`src/rtl/irq_cascade_pkg.sv`:
```
package irq_cascade_pkg;

   typedef enum logic [1:0] {
      RSEL_ENABLE,
      RSEL_STATUS,
      RSEL_NONE
   } reg_sel_e;

   // Decode a byte offset against the two defined offsets.
   function automatic reg_sel_e decode_sel(input int unsigned addr,
                                           input int unsigned en_ofs,
                                           input int unsigned st_ofs);
      if (addr == en_ofs)      return RSEL_ENABLE;
      else if (addr == st_ofs) return RSEL_STATUS;
      else                     return RSEL_NONE;
   endfunction

endpackage

```
`src/rtl/irq_line_sync.sv`:
```
module irq_line_sync #(
   parameter int unsigned WIDTH  = 32,
   parameter int unsigned STAGES = 2
) (
   input  logic             clk,
   input  logic             rst_n,
   input  logic [WIDTH-1:0] async_i,
   output logic [WIDTH-1:0] sync_o
);

   logic [WIDTH-1:0] stage_q [STAGES];

   initial begin
      assert (STAGES >= 2) else $error("irq_line_sync: need at least two stages");
   end

   always_ff @(posedge clk or negedge rst_n) begin
      if (!rst_n) begin
         for (int s = 0; s < STAGES; s++) stage_q[s] <= '0;
      end else begin
         stage_q[0] <= async_i;
         for (int s = 1; s < STAGES; s++) stage_q[s] <= stage_q[s-1];
      end
   end

   assign sync_o = stage_q[STAGES-1];

endmodule

```
`src/rtl/irq_enable_ctl.sv`:
```
module irq_enable_ctl #(
   parameter int unsigned WIDTH = 32
) (
   input  logic             clk,
   input  logic             rst_n,
   input  logic             wr_i,
   input  logic [WIDTH-1:0] wdata_i,
   input  logic             suspend_i,
   input  logic [WIDTH-1:0] wake_en_i,
   input  logic [WIDTH-1:0] fwd_eff_i,
   output logic [WIDTH-1:0] enable_o,
   output logic [WIDTH-1:0] saved_o
);

   logic [WIDTH-1:0] enable_q;
   logic [WIDTH-1:0] saved_q;
   logic             susp_q;
   logic             enter_w;
   logic             leave_w;

   assign enter_w = suspend_i & ~susp_q;
   assign leave_w = ~suspend_i & susp_q;

   always_ff @(posedge clk or negedge rst_n) begin
      if (!rst_n) begin
         enable_q <= '0;
         saved_q  <= '0;
         susp_q   <= 1'b0;
      end else begin
         susp_q <= suspend_i;
         if (enter_w) begin
            saved_q  <= enable_q;
            enable_q <= enable_q | fwd_eff_i | wake_en_i;
         end else if (leave_w) begin
            enable_q <= saved_q;
         end else if (wr_i) begin
            enable_q <= wdata_i;
         end
      end
   end

   assign enable_o = enable_q;
   assign saved_o  = saved_q;

   // a write that coincides with suspend entry must not land
   a_r10_enter_beats_write: assert property (@(posedge clk) disable iff (!rst_n)
      (enter_w && wr_i) |=> (enable_q == ($past(enable_q) | $past(fwd_eff_i) | $past(wake_en_i))));

endmodule

```
`src/rtl/irq_route.sv`:
```
module irq_route #(
   parameter int unsigned           WIDTH    = 32,
   parameter int unsigned           NUM_AGG  = 2,
   parameter logic [NUM_AGG*WIDTH-1:0] AGG_MAP = {32'h0000_0140, 32'h0000_0EB8},
   parameter logic [WIDTH-1:0]      MUX_MASK = 32'h0000_0007,
   parameter int unsigned           FOLD_IDX = 0
) (
   input  logic               clk,
   input  logic               rst_n,
   input  logic [WIDTH-1:0]   lines_i,
   input  logic [WIDTH-1:0]   enable_i,
   input  logic [WIDTH-1:0]   fwd_eff_i,
   output logic [WIDTH-1:0]   status_o,
   output logic [NUM_AGG-1:0] agg_o,
   output logic [WIDTH-1:0]   dir_o
);

   function automatic logic [WIDTH-1:0] union_of_maps();
      logic [WIDTH-1:0] acc = '0;
      for (int k = 0; k < NUM_AGG; k++) acc |= AGG_MAP[k*WIDTH +: WIDTH];
      return acc;
   endfunction

   localparam logic [WIDTH-1:0] MAPPED_ALL = union_of_maps();
   localparam logic [WIDTH-1:0] REACHABLE  = MAPPED_ALL | MUX_MASK;

   logic [WIDTH-1:0] internal_w;

   // Lines handled inside: mapped lines plus bypass lines that stay in.
   assign internal_w = REACHABLE & ~fwd_eff_i;
   assign status_o   = lines_i & enable_i & internal_w;

   for (genvar k = 0; k < NUM_AGG; k++) begin : g_agg
      localparam logic [WIDTH-1:0] MAP_K   = AGG_MAP[k*WIDTH +: WIDTH];
      localparam logic [WIDTH-1:0] FOLD_K  = (k == FOLD_IDX) ? MUX_MASK : '0;
      localparam logic [WIDTH-1:0] GROUP_K = MAP_K | FOLD_K;
      logic agg_q;
      always_ff @(posedge clk or negedge rst_n) begin
         if (!rst_n) agg_q <= 1'b0;
         else        agg_q <= |(status_o & GROUP_K);
      end
      assign agg_o[k] = agg_q;
   end

   for (genvar i = 0; i < WIDTH; i++) begin : g_dir
      if (MUX_MASK[i]) begin : g_mux
         logic dir_q;
         always_ff @(posedge clk or negedge rst_n) begin
            if (!rst_n) dir_q <= 1'b0;
            else        dir_q <= lines_i[i] & fwd_eff_i[i];
         end
         assign dir_o[i] = dir_q;
      end else begin : g_plain
         assign dir_o[i] = 1'b0;
      end
   end

endmodule

```
`src/rtl/irq_cascade_agg.sv`:
```
module irq_cascade_agg #(
   parameter int unsigned              NUM_LINES = 32,
   parameter int unsigned              NUM_AGG   = 2,
   parameter logic [NUM_AGG*NUM_LINES-1:0] AGG_MAP = {32'h0000_0140, 32'h0000_0EB8},
   parameter logic [NUM_LINES-1:0]     MUX_MASK  = 32'h0000_0007,
   parameter int unsigned              FOLD_IDX  = 0,
   parameter int unsigned              ADDR_W    = 4,
   parameter int unsigned              EN_OFS    = 0,
   parameter int unsigned              STAT_OFS  = 4,
   parameter int unsigned              SYNC_STG  = 2
) (
   input  logic                 clk,
   input  logic                 rst_n,
   input  logic [NUM_LINES-1:0] irq_lines_i,
   input  logic [NUM_LINES-1:0] fwd_sel_i,
   input  logic [NUM_LINES-1:0] wake_en_i,
   input  logic                 suspend_i,
   input  logic [ADDR_W-1:0]    reg_addr_i,
   input  logic                 reg_we_i,
   input  logic [NUM_LINES-1:0] reg_wdata_i,
   output logic [NUM_LINES-1:0] reg_rdata_o,
   output logic [NUM_AGG-1:0]   agg_irq_o,
   output logic [NUM_LINES-1:0] fwd_irq_o
);
   import irq_cascade_pkg::*;

   localparam int unsigned ADDR_SPAN = 1 << ADDR_W;

   function automatic logic [NUM_LINES-1:0] map_union();
      logic [NUM_LINES-1:0] acc = '0;
      for (int k = 0; k < NUM_AGG; k++) acc |= AGG_MAP[k*NUM_LINES +: NUM_LINES];
      return acc;
   endfunction

   localparam logic [NUM_LINES-1:0] MAPPED_ALL = map_union();

   initial begin
      assert (NUM_LINES >= 1 && NUM_LINES <= 32) else $error("line count out of range");
      assert (NUM_AGG >= 1) else $error("need at least one aggregated output");
      assert (FOLD_IDX < NUM_AGG) else $error("fold target out of range");
      assert ((MAPPED_ALL & MUX_MASK) == '0) else $error("bypass lines must not be mapped");
      assert (EN_OFS != STAT_OFS) else $error("register offsets collide");
      assert (EN_OFS < ADDR_SPAN && STAT_OFS < ADDR_SPAN) else $error("offset beyond address space");
   end

   logic [NUM_LINES-1:0] lines_s;
   logic [NUM_LINES-1:0] fwd_eff;
   logic [NUM_LINES-1:0] enable_w;
   logic [NUM_LINES-1:0] saved_w;
   logic [NUM_LINES-1:0] status_w;
   reg_sel_e             sel_w;

   assign fwd_eff = fwd_sel_i & MUX_MASK;
   assign sel_w   = decode_sel(32'(reg_addr_i), EN_OFS, STAT_OFS);

   irq_line_sync #(.WIDTH(NUM_LINES), .STAGES(SYNC_STG)) u_sync (
      .clk     (clk),
      .rst_n   (rst_n),
      .async_i (irq_lines_i),
      .sync_o  (lines_s)
   );

   irq_enable_ctl #(.WIDTH(NUM_LINES)) u_enable (
      .clk       (clk),
      .rst_n     (rst_n),
      .wr_i      (reg_we_i && (sel_w == RSEL_ENABLE)),
      .wdata_i   (reg_wdata_i),
      .suspend_i (suspend_i),
      .wake_en_i (wake_en_i),
      .fwd_eff_i (fwd_eff),
      .enable_o  (enable_w),
      .saved_o   (saved_w)
   );

   irq_route #(
      .WIDTH    (NUM_LINES),
      .NUM_AGG  (NUM_AGG),
      .AGG_MAP  (AGG_MAP),
      .MUX_MASK (MUX_MASK),
      .FOLD_IDX (FOLD_IDX)
   ) u_route (
      .clk       (clk),
      .rst_n     (rst_n),
      .lines_i   (lines_s),
      .enable_i  (enable_w),
      .fwd_eff_i (fwd_eff),
      .status_o  (status_w),
      .agg_o     (agg_irq_o),
      .dir_o     (fwd_irq_o)
   );

   always_comb begin
      unique case (sel_w)
         RSEL_ENABLE: reg_rdata_o = enable_w;
         RSEL_STATUS: reg_rdata_o = status_w;
         default:     reg_rdata_o = '0;
      endcase
   end

   // outputs are quiet on the cycle after any cycle spent in reset
   a_r1_reset_quiet: assert property (@(posedge clk)
      !rst_n |=> (agg_irq_o == '0 && fwd_irq_o == '0));

   // no status bit set means no aggregated output on the next cycle
   a_r5_agg_needs_status: assert property (@(posedge clk) disable iff (!rst_n)
      (status_w == '0) |=> (agg_irq_o == '0));

   // with a steady select, a line is never on both routes at once
   a_r7_route_exclusive: assert property (@(posedge clk) disable iff (!rst_n)
      $stable(fwd_sel_i) |-> ((fwd_irq_o & status_w) == '0));

   // suspend entry sets every wake and bypass bit in the enable word
   a_r9_suspend_overlay: assert property (@(posedge clk) disable iff (!rst_n)
      ($rose(suspend_i) && $past(rst_n)) |=>
         ((enable_w & $past(fwd_eff | wake_en_i)) == $past(fwd_eff | wake_en_i)));

   // suspend exit restores the saved word
   a_r9_resume_restore: assert property (@(posedge clk) disable iff (!rst_n)
      ($fell(suspend_i) && $past(rst_n)) |=> (enable_w == $past(saved_w)));

endmodule

```
`config.mk`:
```
export PLATFORM = sky130hd
export DESIGN_NAME = irq_cascade_agg
export DESIGN_NICKNAME = d
export VERILOG_FILES = /design/src/rtl/irq_cascade_pkg.sv /design/src/rtl/irq_line_sync.sv /design/src/rtl/irq_enable_ctl.sv /design/src/rtl/irq_route.sv /design/src/rtl/irq_cascade_agg.sv
export SDC_FILE = /design/constraint.sdc
export NUM_CORES = 1
export LEC_CHECK = 0
export ABC_AREA = 1
export BUFFER_PORTS_ARGS = -buffer_cell sky130_fd_sc_hd__buf_4
export CAP_MARGIN = 20
export CORE_MARGIN = 2
export CORE_UTILIZATION = 52
export CTS_CLUSTER_SIZE = 14
export DETAILED_ROUTE_END_ITERATION = 6
export PLACE_DENSITY = 0.94
export SLEW_MARGIN = 30
export SYNTH_ARGS = -nofsm -noshare
export SYNTH_HDL_FRONTEND = slang
export SYNTH_SLANG_ARGS = --single-unit
```
`constraint.sdc`:
```
create_clock -name clk -period 2 [get_ports clk]
set_clock_uncertainty 0.05 [all_clocks]
set_input_delay 0.2 -clock clk [delete_from_list [all_inputs] [get_ports clk]]
set_output_delay 0.2 -clock clk [all_outputs]
set_load 0.02 [all_outputs]
```
### After elaboration in Yosys (flattened, before gate mapping)

Index checks and enable logic that the tools add are counted.

* eq/ne operators: 2
* mux-type cells: 6
* bitwise logic cells: 12
* reductions and logical operators: 6

Operators with widths (number)
* 2-to-1 mux 32 bit: 3
* one-hot mux 32 bit (2 select lines): 1
* AND 32 x 12 -> 32 bit: 1
* AND 32 bit: 1
* bitwise OR 32 x 3 -> 32 bit: 1
* bitwise OR 32 bit: 1
* NOT 3 -> 12 bit: 1
* OR reduction 10 bit: 1
* AND 1 bit: 5
* == test 4 x 3 -> 1 bit, second input constant: 1
* zero test 4 bit: 1
* 2-to-1 mux 2 bit: 2
* nonzero test 3 bit: 1
* == test 2 x 1 -> 1 bit, second input constant: 1
* zero test 2 bit: 1
* NOT 1 bit: 2
* OR reduction 2 bit: 1
* logical AND 1 bit: 1

* flip-flop bits (word level): 134
* output and inout port bits: 66
* logic and storage cells: 36

### Logic depth before layout (Yosys ltp)

* depth in word-level cells: 8
* depth in mapped cells: 10
* gate-level depth less buffers: 8

### Hierarchy

A second synthesis with hierarchy kept.

* cells, all modules: 830
* area total of the unflattened synthesis: 6595.1 um^2

Modules (own cells, without submodules)
* irq_enable_ctl: instances 1, cells an instance 512, area an instance 3439.5 um^2, sequential area each 1626.6 um^2
* irq_line_sync: instances 1, cells an instance 96, area an instance 1841.8 um^2, sequential area each 1601.5 um^2
* irq_route: instances 1, cells an instance 105, area an instance 739.5 um^2, sequential area each 125.1 um^2
* irq_cascade_agg: instances 1, cells an instance 117, area an instance 574.3 um^2, sequential area each 0.0 um^2

### Worst setup path before layout

OpenSTA, ideal clock, no wires.

* kind: input to output
* start: input reg_addr_i[1]
* end: output reg_rdata_o[0]
* arrival: 1.094 ns
* slack: 0.656 ns
* stages on the path: 4
* buffers on the path: 1
* cells stage by stage: nor2_4 > nand3_1 > clkbuf_2 > o21ai_0

* cells in the longest elaborated chain, start to end: 5

Ends and longest elaborated chain
* start: declaration: RTL line irq_cascade_agg.sv:18 `input logic [ADDR_W-1:0] reg_addr_i,`
* == test 4 x 3 -> 1 bit: RTL line irq_cascade_pkg.sv:14 `else if (addr == st_ofs) return RSEL_STATUS;`
* 2-to-1 mux 2 bit: RTL line irq_cascade_pkg.sv:14
* 2-to-1 mux 2 bit (*): RTL line irq_cascade_pkg.sv:13 `if (addr == en_ofs) return RSEL_ENABLE;`
* == test 2 x 1 -> 1 bit or zero test 2 bit (tied branches): RTL line irq_cascade_agg.sv:93 `unique case (sel_w)`
* one-hot mux 32 bit (2 select lines) (*): RTL line irq_cascade_agg.sv:93
* end: declaration: RTL line irq_cascade_agg.sv:21 `output logic [NUM_LINES-1:0] reg_rdata_o,`

Every way passes the cells marked *; elsewhere a longest branch is shown, timed or not.

### Worst setup path in the final report

* start: input suspend_i
* end: register u_enable.enable_q[22], in the netlist u_enable.enable_o[22]

* cells in the longest elaborated chain, start to end: 4

Ends and longest elaborated chain
* start: declaration: RTL line irq_cascade_agg.sv:17 `input logic suspend_i,`
* NOT 1 bit: RTL line irq_enable_ctl.sv:22 `assign leave_w = ~suspend_i & susp_q;`
* AND 1 bit: RTL line irq_enable_ctl.sv:22
* 2-to-1 mux 32 bit: RTL line irq_enable_ctl.sv:34 `end else if (leave_w) begin`
* 2-to-1 mux 32 bit: RTL line irq_enable_ctl.sv:31 `if (enter_w) begin`
* end signal: assignment: RTL line irq_enable_ctl.sv:33 `enable_q <= enable_q | fwd_eff_i | wake_en_i;`
* end signal: assignment: RTL line irq_enable_ctl.sv:35 `enable_q <= saved_q;`
* end signal: assignment: RTL line irq_enable_ctl.sv:37 `enable_q <= wdata_i;`
* end: declaration: RTL line irq_enable_ctl.sv:15 `logic [WIDTH-1:0] enable_q;`

Parallel ways exist; a longest one is shown, timed or not.
A chain may end at the register's enable or synchronous reset.

==> out/results.tsv <==
stage	metric	value	unit
status	status	complete, no violations	
clock_tree	# hold bufs at CTS	16	
die	# rows	35	
clock_tree	Skew-Pair Late Insertion Delay	0.36	ns
clock_tree	post_cts resized	0	
sta	fin crit share	0.859	
yosys	EDFF count, synth	0	
place	Final HPWL DP	8130	um
critical_path	R2R Path End	u_enable.enable_o[22]$_DFFE_PN0P_	
critical_path	most frequent CP cell	nand2_1	
grt	first-pass GRT wire length	19700	um
grt	vias in the first global route	4144	
routing	Routed WL	11800	um
sta	count of final hold-check violations	0	
die	Die H	101	um
finish	n_diodes	0	
critical_path	slowest stage cell, crit path	dlygate4sd3_1	
critical_path	Crit path required time	2.20	ns
yosys	sequential-to-total area share from yosys stat	0.477	
clock_tree	CTS tree	built	
sta	RSZ-0062 raised after global routing	false	
grt	total grt overflow	0	
yosys	syn_area_per_cell	7.45	um^2
sta	TNS Setup	0	ns
place	Placer Congestion	0.819	
clock_tree	Max Buffers Root-to-Sink	2	
clock_tree	CTS Sinks	94	
clock_tree	Reg clk slew, reported paths	0.10	ns
finish	layout cells sized above 1	0.201	
critical_path	worst-path fanout max	10	
critical_path	nature of the critical path endpoint	flop	
finish	Final Instance Area	0.00616	mm^2
power_and_ir_drop	Max VDD drop	480	uV
routing	DRC viols	0	
place	I/O Buffers	123	
yosys	Syn Inst Count	662	
grt	Total GRT Usage	0.244	
critical_path	r2r startpoint	u_enable.susp_q$_DFF_PN0_	
die	Total Die Area	0.0103	mm^2
critical_path	CP startpoint	suspend_i	
clock_tree	root buf cell	clkbuf_8	
yosys	top-count cell post-synth	nand2_1	
sta	max-slew violation count	0	
sta	final critical-path required period	1.72	ns
yosys	FF+latch count, synth	94	
yosys	Netlist cell types	19	
sta	final setup vio count	0	
clock_tree	post-CTS setup buffers	0	
critical_path	WP data arrival	1.91	ns
routing	vias per cell	4.83	
yosys	async set-or-reset flop fraction in the synthesized netlist	1.00	
run	max_cap viols	0	
critical_path	Worst Setup EP	u_enable.enable_o[22]$_DFFE_PN0P_	
sta	fmax	582	MHz
die	Die Width	101	um
critical_path	CP cell instances	dlygate4sd3_1, buf_4, inv_1, ha_1, inv_1, buf_4, nand2_1, nand3_1, nand2_1, nand2_1, nand2_1	
yosys	commonest cells in the netlist	nand2_1, inv_1, dfrtp_1	
routing	1st-pass router iterations	5	
yosys	Synth Flop Type	dfrtp_1	
routing	DR iter-0 viols	170	
die	Core Box Area	0.00924	mm^2
critical_path	worst r2r path cells	8	
die	initial core utilization	0.534	
yosys	mapped cell area	0.00493	mm^2
yosys	share of the synthesized area in the top cell type	0.477	
routing	drt wl/cell	12.8	um
yosys	top cells by area, synth	dfrtp_1, nand2_1, nand3_1, inv_1, o21ai_0	
clock_tree	TritonCTS Buffers	9	
power_and_ir_drop	Static Leak	3.44	nW
yosys	synth warn	0	
critical_path	r2r setup slk	0.46	ns
yosys	area leader, netlist	dfrtp_1	
critical_path	CP max stage delay	0.54	ns
routing	Final ANT Viol Nets	0	
grt	largest net degree at the start of global routing	76	
finish	nets	924	
grt	initial antenna violation count	0	
place	Cell Area, Placed	0.00581	mm^2
routing	DR vias	4444	
clock_tree	H-tree levels	3	
finish	area grow syn2layout	24.9	%
min_path	HP Class	input pin to flop	
critical_path	CP Launch Type	input pin	
finish	Fill cells	797	
critical_path	Crit Path Class	input pin to flop	
die	num ports	202	
power_and_ir_drop	pwr dens	754	mW/mm^2
[critical path: cells and delay by family]
| kind | cells | cell delay, ns |
|---|---|---|
| adder cells (fa/ha/maj) | 1 | 0.19 |
| buffers and inverters | 5 | 1.21 |
| AND/OR/NAND/NOR | 5 | 0.31 |
[metal layers]
layer  vias up  routed length [um]  share of wire  track usage
met4         0                 269          0.023       0.0956
met5         -                   0              0            0
met3        25                 693          0.059       0.0297
li1       2213                   -              -            -
met1      2039                4990           0.42        0.333
met2       167                5860           0.50        0.401
[area by class of cell]
class	count	area, um^2	share of cell area
clock inverters	6	60.1	0.00974
inverters	96	360	0.0585
clock buffers	10	138	0.0223
well taps	129	161	0.0262
multi-input cells	431	1870	0.303
flip-flops and latches	94	2350	0.382
repair buffers	154	1220	0.198
[metrics by stage]
stage          std cells  power (mW)  setup slack [ns]  utilization  hold WS, ns
3_5_place_dp         888        3.41             0.418        0.628        0.114
6_report             920        4.65             0.283        0.667       0.0332
4_1_cts              920        4.68             0.282        0.667       0.0175
2_1_floorplan        690        3.06             0.656            -       -0.146
5_1_grt              920        4.96             0.149        0.667       0.0222
3_3_place_gp         888        3.36             0.429        0.628        0.120
[flip-flops by register name, summed over array words and instances, names as in the netlist]
register	count
u_enable.enable_o	32
u_enable.saved_o	32
u_enable.susp_q	1
u_route.g_agg.agg_q	2
u_route.g_dir.g_mux.dir_q	3
u_sync.stage_q	12
u_sync.sync_o	12
[power breakdown]
group	leakage, nW	internal [mW]	total [mW]	switching, mW
combinational	2.20	0.410	1.00	0.592
sequential	1.14	2.19	2.39	0.208
clock	0.103	0.524	1.25	0.725
[worst min path at each step]
| stage | from | to | slack (ns) | cells past startpoint |
|---|---|---|---|---|
| after floorplan | rst_n | u_enable.enable_o[0]$_DFFE_PN0P_ | -0.15 | 0 |
| after global placement | rst_n | u_sync.stage_q[40]$_DFF_PN0_ | 0.12 | 1 |
| after detailed placement | rst_n | u_sync.stage_q[40]$_DFF_PN0_ | 0.11 | 1 |
| after CTS | fwd_sel_i[1] | u_route.g_dir[1].g_mux.dir_q$_DFF_PN0_ | 0.02 | 3 |
| after global routing | fwd_sel_i[1] | u_route.g_dir[1].g_mux.dir_q$_DFF_PN0_ | 0.02 | 3 |
| final | fwd_sel_i[1] | u_route.g_dir[1].g_mux.dir_q$_DFF_PN0_ | 0.03 | 3 |
[cell families after synthesis]
kind of cell,share of synthesized area
buffers and inverters,0.166
adder cells (fa/ha/maj),0.00507
AO/OA/AOI/OAI,0.0733
other,0.000760
AND/OR/NAND/NOR,0.278
flip-flops,0.477
[cell usage in the layout, fill, tap and decap left out, types with 2 or more instances in the layout]
master         instances
inv_1                 96
nor2_4                 2
inv_6                  2
nand2_1              217
dfrtp_1               94
nor2_1                27
nand3_1               77
o21ai_0               71
dlygate4sd3_1         16
inv_8                  3
buf_4                136
clkbuf_8              10
nand4_1                2
conb_1                29
buf_12                 2
(Power assumes the default switching activity.)
